## config.mk

```make
export PLATFORM = sky130hd
export DESIGN_NAME = cic_narrow
export DESIGN_NICKNAME = d
export VERILOG_FILES = /design/src/rtl/cic_narrow_pkg.sv /design/src/rtl/cic_round_unit.sv /design/src/rtl/cic_range_limit.sv /design/src/rtl/cic_narrow.sv
export SDC_FILE = /design/constraint.sdc
export NUM_CORES = 1
export LEC_CHECK = 0
export ABC_AREA = 1
export BUFFER_PORTS_ARGS = -buffer_cell sky130_fd_sc_hd__buf_2
export CORE_AREA = 2 2 39 41
export CTS_CLUSTER_SIZE = 40
export DETAILED_ROUTE_END_ITERATION = 16
export DIE_AREA = 0 0 41 43
export PLACE_DENSITY_LB_ADDON = 0.25
export SLEW_MARGIN = 20
export SYNTH_ARGS = -nofsm -noshare
export SYNTH_HDL_FRONTEND = slang
export SYNTH_HIERARCHICAL = 1
export SYNTH_SLANG_ARGS = --single-unit
```

## constraint.sdc

```tcl
create_clock -name clk -period 0.8 [get_ports clk]
set_input_delay 0.12 -clock clk [delete_from_list [all_inputs] [get_ports clk]]
set_output_delay 0.12 -clock clk [all_outputs]
set_load 0.01 [all_outputs]
```

## src/rtl/cic_narrow_pkg.sv

```systemverilog
package cic_narrow_pkg;

    typedef enum logic [1:0] {
        NARROW_TRUNC  = 2'd0,
        NARROW_CONV   = 2'd1,
        NARROW_HALFUP = 2'd2,
        NARROW_SAT    = 2'd3
    } narrow_mode_e;

endpackage

```

## src/rtl/cic_round_unit.sv

```systemverilog
module cic_round_unit
    import cic_narrow_pkg::*;
#(
    parameter int IN_W   = 8,
    parameter int DROP_W = 3,
    localparam int KW    = IN_W - DROP_W,
    localparam int RW    = KW + 1
) (
    input  logic [IN_W-1:0]     x_i,
    input  narrow_mode_e        mode_i,
    output logic signed [RW-1:0] y_o
);

    logic [KW-1:0] floor_w;
    logic          half_w;
    logic          sticky_w;
    logic          inc_w;

    // kept bits form the arithmetic floor of x / 2^DROP_W
    assign floor_w = x_i[IN_W-1:DROP_W];

    generate
        if (DROP_W == 0) begin : g_nodrop
            assign half_w   = 1'b0;
            assign sticky_w = 1'b0;
        end else begin : g_drop
            assign half_w = x_i[DROP_W-1];
            if (DROP_W > 1) begin : g_sticky
                assign sticky_w = |x_i[DROP_W-2:0];
            end else begin : g_nosticky
                assign sticky_w = 1'b0;
            end
        end
    endgenerate

    always_comb begin
        unique case (mode_i)
            NARROW_TRUNC: inc_w = 1'b0;
            NARROW_CONV:  inc_w = half_w & (sticky_w | floor_w[0]);
            default:      inc_w = half_w;
        endcase
    end

    // one guard bit keeps the rounding carry visible to the limiter
    assign y_o = $signed({floor_w[KW-1], floor_w} + RW'(inc_w));

endmodule

```

## src/rtl/cic_range_limit.sv

```systemverilog
module cic_range_limit #(
    parameter int RW    = 6,
    parameter int OUT_W = 4
) (
    input  logic signed [RW-1:0] v_i,
    input  logic                 sat_i,
    output logic [OUT_W-1:0]     y_o
);

    localparam logic signed [RW-1:0] HI_V = RW'((longint'(1) <<< (OUT_W - 1)) - 1);
    localparam logic signed [RW-1:0] LO_V = RW'(-(longint'(1) <<< (OUT_W - 1)));

    always_comb begin
        if (sat_i && (v_i > HI_V)) begin
            y_o = HI_V[OUT_W-1:0];
        end else if (sat_i && (v_i < LO_V)) begin
            y_o = LO_V[OUT_W-1:0];
        end else begin
            y_o = v_i[OUT_W-1:0];
        end
    end

endmodule

```

## src/rtl/cic_narrow.sv

```systemverilog
module cic_narrow
    import cic_narrow_pkg::*;
#(
    parameter int IN_W   = 8,
    parameter int OUT_W  = 4,
    parameter int DROP_W = 3
) (
    input  logic              clk,
    input  logic              rst_n,
    input  logic              valid_i,
    input  logic [1:0]        mode_i,
    input  logic [IN_W-1:0]   data_i,
    output logic              valid_o,
    output logic [OUT_W-1:0]  data_o
);

    localparam int KW = IN_W - DROP_W;
    localparam int RW = KW + 1;
    localparam logic signed [RW-1:0] HI_T = RW'((longint'(1) <<< (OUT_W - 1)) - 1);
    localparam logic signed [RW-1:0] LO_T = RW'(-(longint'(1) <<< (OUT_W - 1)));

    typedef struct packed {
        logic             valid;
        logic [OUT_W-1:0] data;
    } stage_t;

    narrow_mode_e        mode_w;
    logic signed [RW-1:0] rnd_w;
    logic [OUT_W-1:0]    lim_w;
    stage_t              st_d, st_q;

    assign mode_w = narrow_mode_e'(mode_i);

    cic_round_unit #(
        .IN_W   (IN_W),
        .DROP_W (DROP_W)
    ) u_round (
        .x_i    (data_i),
        .mode_i (mode_w),
        .y_o    (rnd_w)
    );

    cic_range_limit #(
        .RW    (RW),
        .OUT_W (OUT_W)
    ) u_limit (
        .v_i   (rnd_w),
        .sat_i (mode_w == NARROW_SAT),
        .y_o   (lim_w)
    );

    always_comb begin
        st_d       = st_q;
        st_d.valid = valid_i;
        if (valid_i) begin
            st_d.data = lim_w;
        end
    end

    always_ff @(posedge clk or negedge rst_n) begin
        if (!rst_n) begin
            st_q <= '0;
        end else begin
            st_q <= st_d;
        end
    end

    assign valid_o = st_q.valid;
    assign data_o  = st_q.data;

    // ---------------- assertions ----------------
    logic armed_q;
    always_ff @(posedge clk or negedge rst_n) begin
        if (!rst_n) armed_q <= 1'b0;
        else        armed_q <= 1'b1;
    end

    logic [OUT_W-1:0] floor_ref_w;
    assign floor_ref_w = data_i[DROP_W+OUT_W-1:DROP_W];

    p_reset_clear_r1: assert property (@(posedge clk) !rst_n |-> (valid_o == 1'b0));

    p_floor_r2: assert property (@(posedge clk) disable iff (!rst_n)
        (valid_i && mode_w == NARROW_TRUNC) |=> (data_o == $past(floor_ref_w)));

    p_clamp_hi_r5: assert property (@(posedge clk) disable iff (!rst_n)
        (valid_i && mode_w == NARROW_SAT && rnd_w > HI_T) |=> (data_o == HI_T[OUT_W-1:0]));

    p_clamp_lo_r5: assert property (@(posedge clk) disable iff (!rst_n)
        (valid_i && mode_w == NARROW_SAT && rnd_w < LO_T) |=> (data_o == LO_T[OUT_W-1:0]));

    p_wrap_r6: assert property (@(posedge clk) disable iff (!rst_n)
        (valid_i && mode_w != NARROW_SAT) |=> (data_o == $past(rnd_w[OUT_W-1:0])));

    generate
        if (DROP_W == 0) begin : g_pass_chk
            p_pass_r7: assert property (@(posedge clk) disable iff (!rst_n)
                (valid_i && mode_w != NARROW_SAT) |=> (data_o == $past(data_i[OUT_W-1:0])));
        end
    endgenerate

    p_valid_lat_r8: assert property (@(posedge clk) disable iff (!rst_n)
        armed_q |-> (valid_o == $past(valid_i)));

    p_hold_r9: assert property (@(posedge clk) disable iff (!rst_n)
        !valid_i |=> $stable(data_o));

endmodule

```

# ---- Word level (Yosys, flattened, before mapping)
# Index checks and enable logic that the tools add are counted.
dict set report totals {
  register_bits 5
  input_bits 13
  out_inout_bits 5
  wordCells 16
}
dict set report classes {
  add_sub_neg 1
  order_cmp 2
  n_eq_ne 2
  mux 3
  bitwise_logic 2
  reduce_logical 4
}
# operator count
set ops {}
lappend ops {{$mux W4} 2}
lappend ops {{$add A5 B2 Y6} 1}
lappend ops {{$gt A6 B4 Y1 const B} 1}
lappend ops {{$lt A6 B4 Y1 const B} 1}
lappend ops {{$eq A2 B1 Y1 const B} 1}
lappend ops {{$eq A2 B2 Y1 const B} 1}
lappend ops {{$logic_and A1 B1 Y1} 2}
lappend ops {{$logic_not A2 Y1} 1}
lappend ops {{$pmux W1 S2} 1}
lappend ops {{$reduce_or A2 Y1} 1}
lappend ops {{$and A1 B1 Y1} 1}
lappend ops {{$or A1 B1 Y1} 1}

# ---- Longest topological paths before layout
dict set report depth {
  word_depth 9
  ltp_mapped 15
  ltp_nobuf 15
}

# ---- By module
# Netlist, hierarchy kept.
# mod instances cells_each area_per_inst_um2 seq_area_each_um2
set modules_own_cells {}
lappend modules_own_cells {cic_narrow 1 20 181.4 125.1}
lappend modules_own_cells {cic_round_unit 1 18 108.9 0.0}
lappend modules_own_cells {cic_range_limit 1 15 57.6 0.0}

# ---- Least setup slack after synthesis
# No wires, ideal clock.
dict set report synth_timing {
  path_type {in2reg}
  startpoint {in data_i[3]}
  endpoint {reg st_q, in the netlist data_o[1]}
  setup_ns 0.065
  arrival_ns 1.352
  t_required_ns 0.735
  setup_slack_ns -0.617
  stages 14
  n_path_buf 0
  cell_sequence {nor2_1 > nand2_1 > nand2_1 > a21oi_1 > ha_1 > ha_1 > nand3_1 > xor2_1 > nand2_1 > nand2_1 > nand2_1 > nand2_1 > nand2_1 > nand2_1}
}
dict set report synth_between {
  elab_chain_cells 8
  word_cells_on_any_way 10
  classes_between {add/sub (1); order compare (2); mux (3); bitwise (2); reduce/logical (2)}
}
# element line_no
set synth_lines {}
lappend synth_lines {{start: declaration} cic_narrow.sv:12} ;# input logic [IN_W-1:0] data_i,
lappend synth_lines {{$or A1 B1 Y1} cic_round_unit.sv:39} ;# NARROW_CONV: inc_w = half_w & (sticky_w | floor_w[0]);
lappend synth_lines {{$and A1 B1 Y1} cic_round_unit.sv:39}
lappend synth_lines {{$pmux W1 S2} cic_round_unit.sv:37} ;# unique case (mode_i)
lappend synth_lines {{$add A5 B2 Y6 (*)} cic_round_unit.sv:45} ;# assign y_o = $signed({floor_w[KW-1], floor_w} + RW'(inc_w));
lappend synth_lines {{named net rnd_w[4]} cic_narrow.sv:28} ;# logic signed [RW-1:0] rnd_w;
lappend synth_lines {{$lt A6 B4 Y1} cic_range_limit.sv:16} ;# end else if (sat_i && (v_i < LO_V)) begin
lappend synth_lines {{$logic_and A1 B1 Y1} cic_range_limit.sv:16}
lappend synth_lines {{$mux W4} cic_range_limit.sv:16}
lappend synth_lines {{$mux W4 (*)} cic_range_limit.sv:14} ;# if (sat_i && (v_i > HI_V)) begin
lappend synth_lines {{named net lim_w[1]} cic_narrow.sv:29} ;# logic [OUT_W-1:0] lim_w;
lappend synth_lines {{end signal: assignment} cic_narrow.sv:64} ;# st_q <= st_d;
lappend synth_lines {{end: declaration} cic_narrow.sv:30} ;# stage_t st_d, st_q;
# The timed path passes the listed nets; every way through them passes the cells marked *.
# A chain may end at the register's enable or synchronous reset.

# ---- Worst setup path in the final report
dict set report layout_timing {
  startpoint {in data_i[1]}
  endpoint {reg st_q, in the netlist data_o[2]}
}
dict set report layout_between {
  elab_chain_cells 9
  word_cells_on_any_way 11
  classes_between {add/sub (1); order compare (2); mux (3); bitwise (2); reduce/logical (3)}
}
# element line_no
set layout_lines {}
lappend layout_lines {{$reduce_or A2 Y1 (*)} cic_round_unit.sv:29} ;# assign sticky_w = |x_i[DROP_W-2:0];
lappend layout_lines {{$or A1 B1 Y1 (*)} cic_round_unit.sv:39}
lappend layout_lines {{$and A1 B1 Y1 (*)} cic_round_unit.sv:39}
lappend layout_lines {{$pmux W1 S2 (*)} cic_round_unit.sv:37}
lappend layout_lines {{$add A5 B2 Y6 (*)} cic_round_unit.sv:45}
lappend layout_lines {{named net rnd_w[4]} cic_narrow.sv:28}
lappend layout_lines {{$lt A6 B4 Y1} cic_range_limit.sv:16}
lappend layout_lines {{$logic_and A1 B1 Y1} cic_range_limit.sv:16}
lappend layout_lines {{$mux W4} cic_range_limit.sv:16}
lappend layout_lines {{$mux W4 (*)} cic_range_limit.sv:14}
lappend layout_lines {{named net lim_w[2]} cic_narrow.sv:29}
# Marks and branches as above.

==> impl_metrics.toml <==
[place]
io_buffers = 17
place_inst = 91
place_hpwl_um = 688
place.gp.congestion = 0.695

[detailed_routing]
ant_nets = 0
wl_um = 851
drcViolationCount = 0
num_vias = 393
wl_per_cell_um = 8.77
dr.pass1.iters = 4
drt_iter0_markers = 5
viasPerCell = 4.05

[timing]
setup-violations-final = 9
rsz0062_at_grt = "true"
slew_headroom = 0.857
fin_crit_sh = 1.57
worst-slew-pin-transition_ns = 0.214
hold_violations = 0
maxSlewViolCount = 0
worst_slack_ns = -0.460
fmax_mhz = 794
hold_slack_ns = 0.0769
skew_ns = 0
min_period_ns = 1.26

[worst_setup_path]
critPathLaunchType = "input port"
setup.worst_path.class = "in2reg"
timing.rr.end = "data_o[3]$_DFFE_PN0P_"
reg2reg_depth = 3
crit_slowest_cell = "ha_2"
end_kind = "register"
crit_top_cell = "nand2_1"
max_stage_delay_ns = 0.20
path_cells = "buf_6 -> nor2_4 -> nand2_1 -> nand2_1 -> a21oi_2 -> ha_2 -> ha_4 -> nand3_4 -> xor2_2 -> nand2_1 -> nand2_2 -> nand2_1 -> nand2_1 -> nand2_1 -> nand2_1"
critPathArrivalTime_ns = 1.44
r2r_start = "data_o[3]$_DFFE_PN0P_"
crit_fanout = 3
critPathRequiredTime_ns = 0.98
reg2reg_slack_ns = 0.11

[clock_tree]
cts.sinks = 5
cts_root_buf = "clkbuf_4"
htree_num_levels = 1
cts_buffer_depth = 2
clk_pin_slew_ns = 0.04
clk_latency_ns = 0.24
cts_tree = "yes"
cts_buffers = 3

[floorplan]
fp-row-count = 14
core_mm2 = 0.00138
initial_utilization = 0.251
dieArea_mm2 = 0.00176
fp.dieW_um = 41
ios = 18
dieHeight_um = 43

[layout]
n_antenna_cell = 0
num-nets-final = 97
syn2layout_area_growth_pct = 79.9
fin_cells = 97
layout-drive-gt1-share = 0.469

[flow_run]
maxCapViolations = 0

[pwr]
peakVddDrop_mv = 0.514
leakagePower_nw = 0.357
p_per_area_mw_per_mm2 = 1340

[logic_synthesis]
ys_types = 11
syn_area_per_cell_um2 = 6.56
yosysWarnings = 6
synthCells = 53
syn_nets = 68
yosysSeqAreaShare = 0.360
synth_area_um2 = 348
ys_ff_latch = 5

[grt]
overflow = 0
grt_max_degree = 7
grt_pass1_vias = 328
grt_util_all_layers = 0.103
antenna_found_initial = 0
grt_pass1_wl_um = 1160

[worst_hold_path]
hp-start = "valid_i"
holdPathStages = 1
hold_end = "valid_o$_DFF_PN0_"
hp-class = "in2reg"

[run_status]
violations = "setup timing"
status = "finished, violations left"
==> placed cells by master, fill, tap and decap left out <==
master / netlist / layout
a21oi_2: 0 / 1
buf_2: 0 / 13
buf_4: 0 / 6
buf_6: 0 / 3
buf_8: 0 / 1
clkbuf_1: 0 / 1
clkbuf_4: 0 / 3
dfrtp_1: 5 / 5
dlygate4sd3_1: 0 / 1
ha_2: 0 / 1
ha_4: 0 / 1
inv_1: 8 / 8
inv_2: 1 / 1
nand2_1: 26 / 25
nand2_2: 0 / 1
nand3_2: 1 / 1
nand3_4: 0 / 1
nor2_1: 4 / 2
nor2_2: 0 / 1
nor2_4: 0 / 1
o21ai_2: 0 / 1
xor2_1: 3 / 1
xor2_2: 0 / 2
==> worst max path at each step <==
| stage | startpoint | slack (ns) | endpoint | depth (start not counted) |
|---|---|---|---|---|
| 2_1_floorplan | data_i[3] | -0.61 | data_o[0]$_DFFE_PN0P_ | 12 |
| 3_3_place_gp | data_i[3] | -0.85 | data_o[1]$_DFFE_PN0P_ | 13 |
| 3_5_place_dp | data_i[3] | -0.89 | data_o[1]$_DFFE_PN0P_ | 13 |
| 4_1_cts | data_i[1] | -0.47 | data_o[2]$_DFFE_PN0P_ | 13 |
| 5_1_grt | data_i[1] | -0.57 | data_o[0]$_DFFE_PN0P_ | 15 |
| 6_report | data_i[1] | -0.46 | data_o[2]$_DFFE_PN0P_ | 15 |
==> layout make-up <==
class | instances | area (um2)
Inverter | 9 | 33.8
Fill cell | 150 | 758
Timing Repair Buffer | 24 | 169
Sequential cell | 5 | 125
Multi-Input combinational cell | 39 | 251
Tap cell | 16 | 20.0
Clock buffer | 4 | 26.3
==> report_power, final <==
| group | switching, W | leakage (nW) | internal, W | total [W] |
|---|---|---|---|---|
| registers | 0.0000118 | 0.0605 | 0.000283 | 0.000295 |
| logic | 0.000128 | 0.281 | 0.000130 | 0.000258 |
| clock network | 0.0000958 | 0.0150 | 0.000188 | 0.000284 |
| total | 0.000236 | 0.357 | 0.000601 | 0.000837 |
==> worst max-delay path, delay by kind of cell <==
kind / cells / cell delay (ns)
compound gates: 1 / 0.05
buf+inv: 1 / 0.09
xor+xnor: 1 / 0.17
simple gates: 10 / 0.62
fa+ha+maj: 2 / 0.37
==> per-stage QoR <==
stage                     utilization  area, um2  setup WS [ns]  total power, W  TNS (ns)
final                           0.452        626         -0.460        0.000837     -1.97
after global routing            0.452        626         -0.570        0.000902     -2.56
after CTS                       0.432        598         -0.472        0.000849     -2.11
after detailed placement        0.380        526         -0.886        0.000519     -3.39
after global placement          0.380        526         -0.850        0.000515     -3.22
after floorplan                     -        383         -0.614        0.000410     -2.21
==> Yosys cell counts (all sizes together) <==
cell type / instances / share of area
dfrtp: 5 / 0.36
xor2: 3 / 0.076
nor2: 4 / 0.043
nand2: 26 / 0.28
inv: 9 / 0.097
a21oi: 1 / 0.014
nand3: 2 / 0.043
ha: 2 / 0.072
o21ai: 1 / 0.014
==> timing repair <==
item,4_1_cts,5_1_grt
setup endpoints to repair,9,9
resized for setup,6,5
hold buffers,1,0
setup buffers,1,0
hold endpoints to repair,5,0
pin swaps,13,2
==> per-layer routing <==
layer | share of wire | wire length (um) | up-vias | GRT usage
met5 | 0 | 0 | - | 0
met1 | 0.37 | 311 | 163 | 0.0997
met4 | 0 | 0 | 0 | 0.100
li1 | - | - | 212 | -
met2 | 0.54 | 461 | 18 | 0.169
met3 | 0.092 | 78 | 0 | 0.0157
==> state kept, by name (all words and copies together), names as in the netlist <==
register	cells
data_o	4
valid_o	1
==> kinds of logic (layout without fill, tap and decap cells) <==
group	Yosys count	after routing	synth area share
AOI/OAI and AO/OA	2	2	0.0287
xor gates and xnor gates	3	3	0.0756
adders and majority gates	2	2	0.0719
buffers and inverters	9	37	0.0971
DFF	5	5	0.360
and+or+nand+nor	32	32	0.367
(Power assumes the default switching activity.)
